**config.mk**
```make
export PLATFORM = sky130hd
export DESIGN_NAME = vector_relocator
export DESIGN_NICKNAME = d
export VERILOG_FILES = /design/src/rtl/vr_pkg.sv /design/src/rtl/vr_unlock.sv /design/src/rtl/vr_addr_map.sv /design/src/rtl/vector_relocator.sv
export SDC_FILE = /design/constraint.sdc
export NUM_CORES = 1
export LEC_CHECK = 0
export CAP_MARGIN = 20
export CELL_PAD_IN_SITES_DETAIL_PLACEMENT = 0
export CELL_PAD_IN_SITES_GLOBAL_PLACEMENT = 1
export CORE_UTILIZATION = 25
export CTS_CLUSTER_DIAMETER = 100
export DETAILED_ROUTE_END_ITERATION = 10
export PLACE_DENSITY_LB_ADDON = 0.1
export SLEW_MARGIN = 10
export SYNTH_ARGS = -nofsm -noshare
export SYNTH_HDL_FRONTEND = slang
export SYNTH_SLANG_ARGS = --single-unit
```
**constraint.sdc**
```tcl
create_clock -name clk -period 4.4 [get_ports clk]
set_clock_uncertainty 0.05 [all_clocks]
set_input_delay 0.88 -clock clk [delete_from_list [all_inputs] [get_ports clk]]
set_output_delay 0.88 -clock clk [all_outputs]
set_load 0.03 [all_outputs]
```
**src/rtl/vr_pkg.sv**
```systemverilog
package vr_pkg;
  // Control register field positions; software depends on them.
  localparam int unsigned CTRL_W  = 8;
  localparam int unsigned EN_HI   = 7;
  localparam int unsigned EN_LO   = 5;
  localparam int unsigned SEL_BIT = 1;
  localparam int unsigned CE_BIT  = 0;
  localparam int unsigned EN_W    = EN_HI - EN_LO + 1;

  typedef struct packed {
    logic [EN_W-1:0] en;
    logic            sel;
    logic            ce;
  } ctrl_t;
endpackage

```
**src/rtl/vr_unlock.sv**
```systemverilog
module vr_unlock #(
  parameter int unsigned WINDOW = 4
) (
  input  logic clk,
  input  logic rst_n,
  input  logic wr_en,
  input  logic wr_ce,
  input  logic wr_sel,
  input  logic insn_done,
  output logic ce,
  output logic sel,
  output logic block
);
  localparam int unsigned CW = $clog2(WINDOW + 1);
  localparam logic [CW-1:0] WIN_LOAD = CW'(WINDOW);

  logic [CW-1:0] cnt_q, cnt_d;
  logic          sel_q, sel_d;
  logic          hold_q, hold_d;
  logic          ce_q;
  logic          arm_wr, sel_wr;

  assign ce_q   = (cnt_q != '0);
  assign arm_wr = wr_en && wr_ce;
  assign sel_wr = wr_en && !wr_ce && ce_q;

  always_comb begin
    cnt_d  = cnt_q;
    sel_d  = sel_q;
    hold_d = hold_q && !insn_done;
    if (arm_wr) begin
      cnt_d = WIN_LOAD;
    end else if (sel_wr) begin
      cnt_d  = '0;
      sel_d  = wr_sel;
      hold_d = 1'b1;
    end else if (ce_q) begin
      cnt_d = cnt_q - CW'(1);
    end
  end

  always_ff @(posedge clk or negedge rst_n) begin
    if (!rst_n) begin
      cnt_q  <= '0;
      sel_q  <= 1'b0;
      hold_q <= 1'b0;
    end else begin
      cnt_q  <= cnt_d;
      sel_q  <= sel_d;
      hold_q <= hold_d;
    end
  end

  assign ce    = ce_q;
  assign sel   = sel_q;
  assign block = ce_q || hold_q;


  sel_guard_chk: assert property (@(posedge clk) disable iff (!rst_n)
    !$stable(sel_q) |-> $past(wr_en && !wr_ce && ce_q));


  ce_rise_chk: assert property (@(posedge clk) disable iff (!rst_n)
    $rose(ce_q) |-> $past(wr_en && wr_ce));


  win_len_chk: assert property (@(posedge clk) disable iff (!rst_n)
    cnt_q <= WIN_LOAD);


  ce_close_chk: assert property (@(posedge clk) disable iff (!rst_n)
    (wr_en && !wr_ce && ce_q) |=> !ce_q);


  hold_keep_chk: assert property (@(posedge clk) disable iff (!rst_n)
    (hold_q && !insn_done && !(wr_en && wr_ce)) |=> block);
endmodule

```
**src/rtl/vr_addr_map.sv**
```systemverilog
module vr_addr_map #(
  parameter int unsigned AW    = 14,
  parameter int unsigned NVEC  = 21,
  parameter int unsigned NUM_W = 5
) (
  input  logic [AW-1:0]    boot_base,
  input  logic             reset_at_zero,
  input  logic             sel,
  input  logic [NUM_W-1:0] irq_num,
  output logic [AW-1:0]    reset_addr,
  output logic [AW-1:0]    vec_addr
);
  localparam int unsigned STRIDE_SH = 1;

  logic [AW-1:0] tbl_base;
  logic [AW-1:0] slot;
  logic          in_range;

  assign reset_addr = reset_at_zero ? '0 : boot_base;
  assign tbl_base   = sel ? boot_base : '0;
  assign in_range   = (irq_num != '0) && (irq_num <= NUM_W'(NVEC));

  always_comb begin
    slot = '0;
    if (in_range) begin
      slot = (AW'(irq_num) - AW'(1)) << STRIDE_SH;
    end
  end

  assign vec_addr = tbl_base + slot;
endmodule

```
**src/rtl/vector_relocator.sv**
```systemverilog
module vector_relocator
  import vr_pkg::*;
#(
  parameter int unsigned AW     = 14,
  parameter int unsigned NVEC   = 21,
  parameter int unsigned WINDOW = 4,
  parameter int unsigned NUM_W  = 5
) (
  input  logic              clk,
  input  logic              rst_n,
  input  logic              reg_wr,
  input  logic [CTRL_W-1:0] reg_wdata,
  output logic [CTRL_W-1:0] reg_rdata,
  input  logic              insn_done,
  input  logic              reset_at_zero,
  input  logic [AW-1:0]     boot_base,
  input  logic [NUM_W-1:0]  irq_num,
  output logic [AW-1:0]     vec_addr,
  output logic [AW-1:0]     reset_addr,
  output logic              irq_block,
  output logic [EN_W-1:0]   ext_irq_en
);
  // Reset: asserted asynchronously, released on a clock edge.
  logic [1:0] rst_sync_q;
  logic       rst_i_n;

  always_ff @(posedge clk or negedge rst_n) begin
    if (!rst_n) rst_sync_q <= 2'b00;
    else        rst_sync_q <= {rst_sync_q[0], 1'b1};
  end
  assign rst_i_n = rst_sync_q[1];

  logic [EN_W-1:0] en_q, en_d;

  always_comb begin
    en_d = en_q;
    if (reg_wr) en_d = reg_wdata[EN_HI:EN_LO];
  end

  always_ff @(posedge clk or negedge rst_i_n) begin
    if (!rst_i_n) en_q <= '0;
    else          en_q <= en_d;
  end

  ctrl_t ctrl;
  logic  ce_w, sel_w, block_w;

  vr_unlock #(.WINDOW(WINDOW)) u_unlock (
    .clk       (clk),
    .rst_n     (rst_i_n),
    .wr_en     (reg_wr),
    .wr_ce     (reg_wdata[CE_BIT]),
    .wr_sel    (reg_wdata[SEL_BIT]),
    .insn_done (insn_done),
    .ce        (ce_w),
    .sel       (sel_w),
    .block     (block_w)
  );

  vr_addr_map #(.AW(AW), .NVEC(NVEC), .NUM_W(NUM_W)) u_map (
    .boot_base     (boot_base),
    .reset_at_zero (reset_at_zero),
    .sel           (sel_w),
    .irq_num       (irq_num),
    .reset_addr    (reset_addr),
    .vec_addr      (vec_addr)
  );

  assign ctrl.en  = en_q;
  assign ctrl.sel = sel_w;
  assign ctrl.ce  = ce_w;

  always_comb begin
    reg_rdata                 = '0;
    reg_rdata[EN_HI:EN_LO]    = ctrl.en;
    reg_rdata[SEL_BIT]        = ctrl.sel;
    reg_rdata[CE_BIT]         = ctrl.ce;
  end

  assign irq_block  = block_w;
  assign ext_irq_en = en_q;


  block_on_arm_chk: assert property (@(posedge clk) disable iff (!rst_i_n)
    (reg_wr && reg_wdata[CE_BIT]) |=> irq_block);


  en_load_chk: assert property (@(posedge clk) disable iff (!rst_i_n)
    reg_wr |=> (ext_irq_en == $past(reg_wdata[EN_HI:EN_LO])));


  rsvd_zero_chk: assert property (@(posedge clk) disable iff (!rst_i_n)
    reg_rdata[EN_LO-1:SEL_BIT+1] == '0);
endmodule

```
==> qor.yml <==
power_and_ir_drop:
  netSwitchingFraction: 0.467
  internal_power_w: 0.000470
  clkPwrFrac: 0.102
  p_seq_frac: 0.160
  p_leak_nw: 1.14
  p_comb_frac: 0.738
  p_total_w: 0.000881
  power.density_mw_per_mm2: 365
  switchingPower_w: 0.000411
  vdd_ir_drop_max_v: 0.000260
timing:
  maxSlewHeadroom: 0.601
  timing.hold.ws_ns: 0.0820
  timing.final.ws_setup_ns: 0.0641
  final_max_slew_viol_count: 0
  timing.final.crit_share: 0.985
  final-hold-violation-count: 0
  period_minus_slack_ns: 4.34
  worst_pin_slew_ns: 0.596
  setup_violations: 0
  rsz0062_at_grt: "true"
  max_freq_mhz: 231
  setup_tns_ns: 0
die:
  coreArea_mm2: 0.00517
  die_h_um: 75.7
  die_w_um: 75.7
  start_util: 0.263
  dieArea_mm2: 0.00573
  io_pins: 72
  core.rowCount: 26
detailed_routing:
  drc: 0
  drt-initial-drc-count: 47
  antenna_left: 0
  wire_per_inst_um: 11.9
  first_pass_iters: 4
  via_per_inst: 4.34
  via_count: 1436
  totalWireLength_um: 3950
clocking:
  cts_root_buf: "clkbuf_8"
  cts.path.max_buffers: 2
  h-tree-depth: 1
  clk_latency_ns: 0.23
  cts_buffers: 3
  numClockSinks: 10
  clk_pin_slew_worst_paths_ns: 0.04
  cts_tree: "done"
critical_path:
  cp.buffers_inverters: 6
  cp_data_required_time_ns: 3.47
  cpMaxStageDelayCell: "a221o_1"
  critical-path-top-delay-family: "compound AO/OA/AOI/OAI gates"
  r2r_setup_slack_ns: 2.74
  crit_type: "input port to output port"
  path_cells: "buf_8 -> buf_4 -> nor2_2 -> nor3b_4 -> buf_4 -> buf_4 -> buf_4 -> nor3_2 -> ha_1 -> a21o_1 -> a221o_1 -> a21o_1 -> a21oi_2 -> xnor2_1 -> buf_4"
  end_kind: "output port"
  crit_top_cell: "buf_4"
  cp_max_fo: 5
  cp-start-kind: "input port"
  critPathMaxStageDelay_ns: 0.39
  crit_arrival_ns: 3.41
  r2r_cells: 6
  r2r-start: "u_unlock.cnt_q[0]$_DFFE_PN0P_"
  reg2reg_to: "u_unlock.sel$_DFFE_PN0P_"
synth:
  synth_seq_area_share: 0.184
  synth_common_cells: "nor2b_1, ha_1, and2_1, nor2_1"
  synth_top_area_frac: 0.184
  synth_cell_types: 38
  synth_edf_count: 0
  ys_warn_count: 0
  synth_seq_cells: 10
  synthTopCellsByArea: "dfrtp_1, ha_1, nor2b_1"
  async_flop_share: 1.00
  avgSynthCellArea_um2: 8.04
  yosysMostFrequentCell: "nor2b_1"
  synth_cells: 169
  synth_flop_cell: "dfrtp_1"
  yosys.area.top_type: "dfrtp_1"
  syn-cell-area_mm2: 0.00136
grt:
  grt_antenna_before_repair: 0
  grt_pass1_vias: 1463
  grt_max_degree: 17
  grt_overflow: 0
  track_usage: 0.142
  grt_first_pass_wirelength_um: 6280
place:
  place_ws_ns: -0.578
  place_congestion: 0.807
  dp_hpwl_um: 3220
  numPortBuffers: 65
status:
  outcome: "finished clean"
cells_and_area:
  antennaDiodeCount: 0
  syn_to_final_growth_pct: 77.6
  layout-drive-gt1-share: 0.287
  layout.nets: 312
  fill_cells: 503
job:
  cap_violations: 0
hold_path:
  hold_path.class: "register to async pin"
[flip-flops by register name, summed over array words and instances (netlist names)]
name,cells
ext_irq_en,3
rst_sync_q,2
u_unlock.sel,1
u_unlock.hold_q,1
u_unlock.cnt_q,3
[layout make-up]
cell class	count	area, um2	share of cell area
Clock buffer	3	41.3	0.0171
Multi-Input combinational cell	139	1090	0.453
Sequential cell	10	250	0.104
Timing Repair Buffer	99	897	0.372
Tap cell	70	87.6	0.0363
Inverter	10	45.0	0.0187
[routing by layer]
layer,global-route usage,routed length (um),up-vias,share of wire
li1,-,-,750,-
met1,0.168,1720,645,0.44
met2,0.276,2060,39,0.52
met3,0.0106,150,2,0.038
met4,0.0309,12,0,0.0030
met5,0,0,-,0
[worst max path at each step]
stage | from | to | slack [ns] | depth (start not counted)
final | irq_num[1] | vec_addr[9] | 0.06 | 15
after global routing | irq_num[1] | vec_addr[9] | -0.09 | 15
after CTS | irq_num[1] | vec_addr[9] | 0.02 | 15
after detailed placement | irq_num[0] | vec_addr[13] | -0.58 | 14
after global placement | irq_num[0] | vec_addr[13] | -0.54 | 14
after floorplan | irq_num[1] | vec_addr[11] | 0.06 | 12
[worst register-to-register path: cells and delay by family, from the launching register on]
kind,cells,cell delay [ns]
simple gates,2,0.41
flops,1,0.38
mux,1,0.32
buf+inv,2,0.21
fa+ha+maj,1,0.16
[placed cells by master (no fill, tap or decap), types with 2 or more instances in the layout]
cell type / netlist / layout
buf_4: 8 / 42
and3_1: 4 / 4
a21oi_1: 9 / 9
nand2b_1: 2 / 2
xor2_1: 5 / 5
conb_1: 2 / 4
nand3_1: 3 / 2
ha_1: 16 / 13
and2_1: 13 / 13
inv_1: 10 / 7
dlygate4sd2_1: 0 / 2
nor3_1: 3 / 2
nand2_1: 9 / 9
mux2i_1: 2 / 2
o31ai_1: 2 / 2
a31oi_1: 2 / 2
dfrtp_1: 10 / 10
clkdlybuf4s50_1: 0 / 48
xnor2_1: 7 / 6
buf_6: 0 / 3
o21ai_0: 3 / 2
clkbuf_8: 0 / 3
mux2_2: 4 / 4
a21o_1: 5 / 5
nor2_1: 13 / 12
ha_4: 0 / 2
nor2b_1: 17 / 17
[stage by stage]
stage                     cells   util  instance area (um2)
final                       331  0.467                 2410
after global routing        331  0.467                 2410
after CTS                   331  0.460                 2380
after detailed placement    324  0.436                 2250
after global placement      324  0.436                 2250
after floorplan             171      -                 1380
[power by group through the flow]
stage                     clock [W]  sequential, W  combinational, W
after floorplan                   0       0.000134          0.000407
after global placement            0       0.000144          0.000629
after detailed placement          0       0.000144          0.000639
after CTS                 0.0000921       0.000143          0.000648
after global routing      0.0000987       0.000147          0.000701
final                     0.0000894       0.000141          0.000650
[what timing repair did]
action,4_1_cts,5_1_grt
cloned,0,0
pin swaps,14,15
setup endpoints to repair,8,5
gates resized for setup,30,13
hold buffers,0,0
setup buffers,4,0
[kinds of logic after synthesis]
group           share of synthesized area
other cells                       0.00553
flops                               0.184
buf+inv                            0.0829
compound gates                      0.142
fa+ha+maj                           0.162
xor+xnor                           0.0773
mux                                0.0479
simple gates                        0.298
Power figures use the tool's default switching activity.
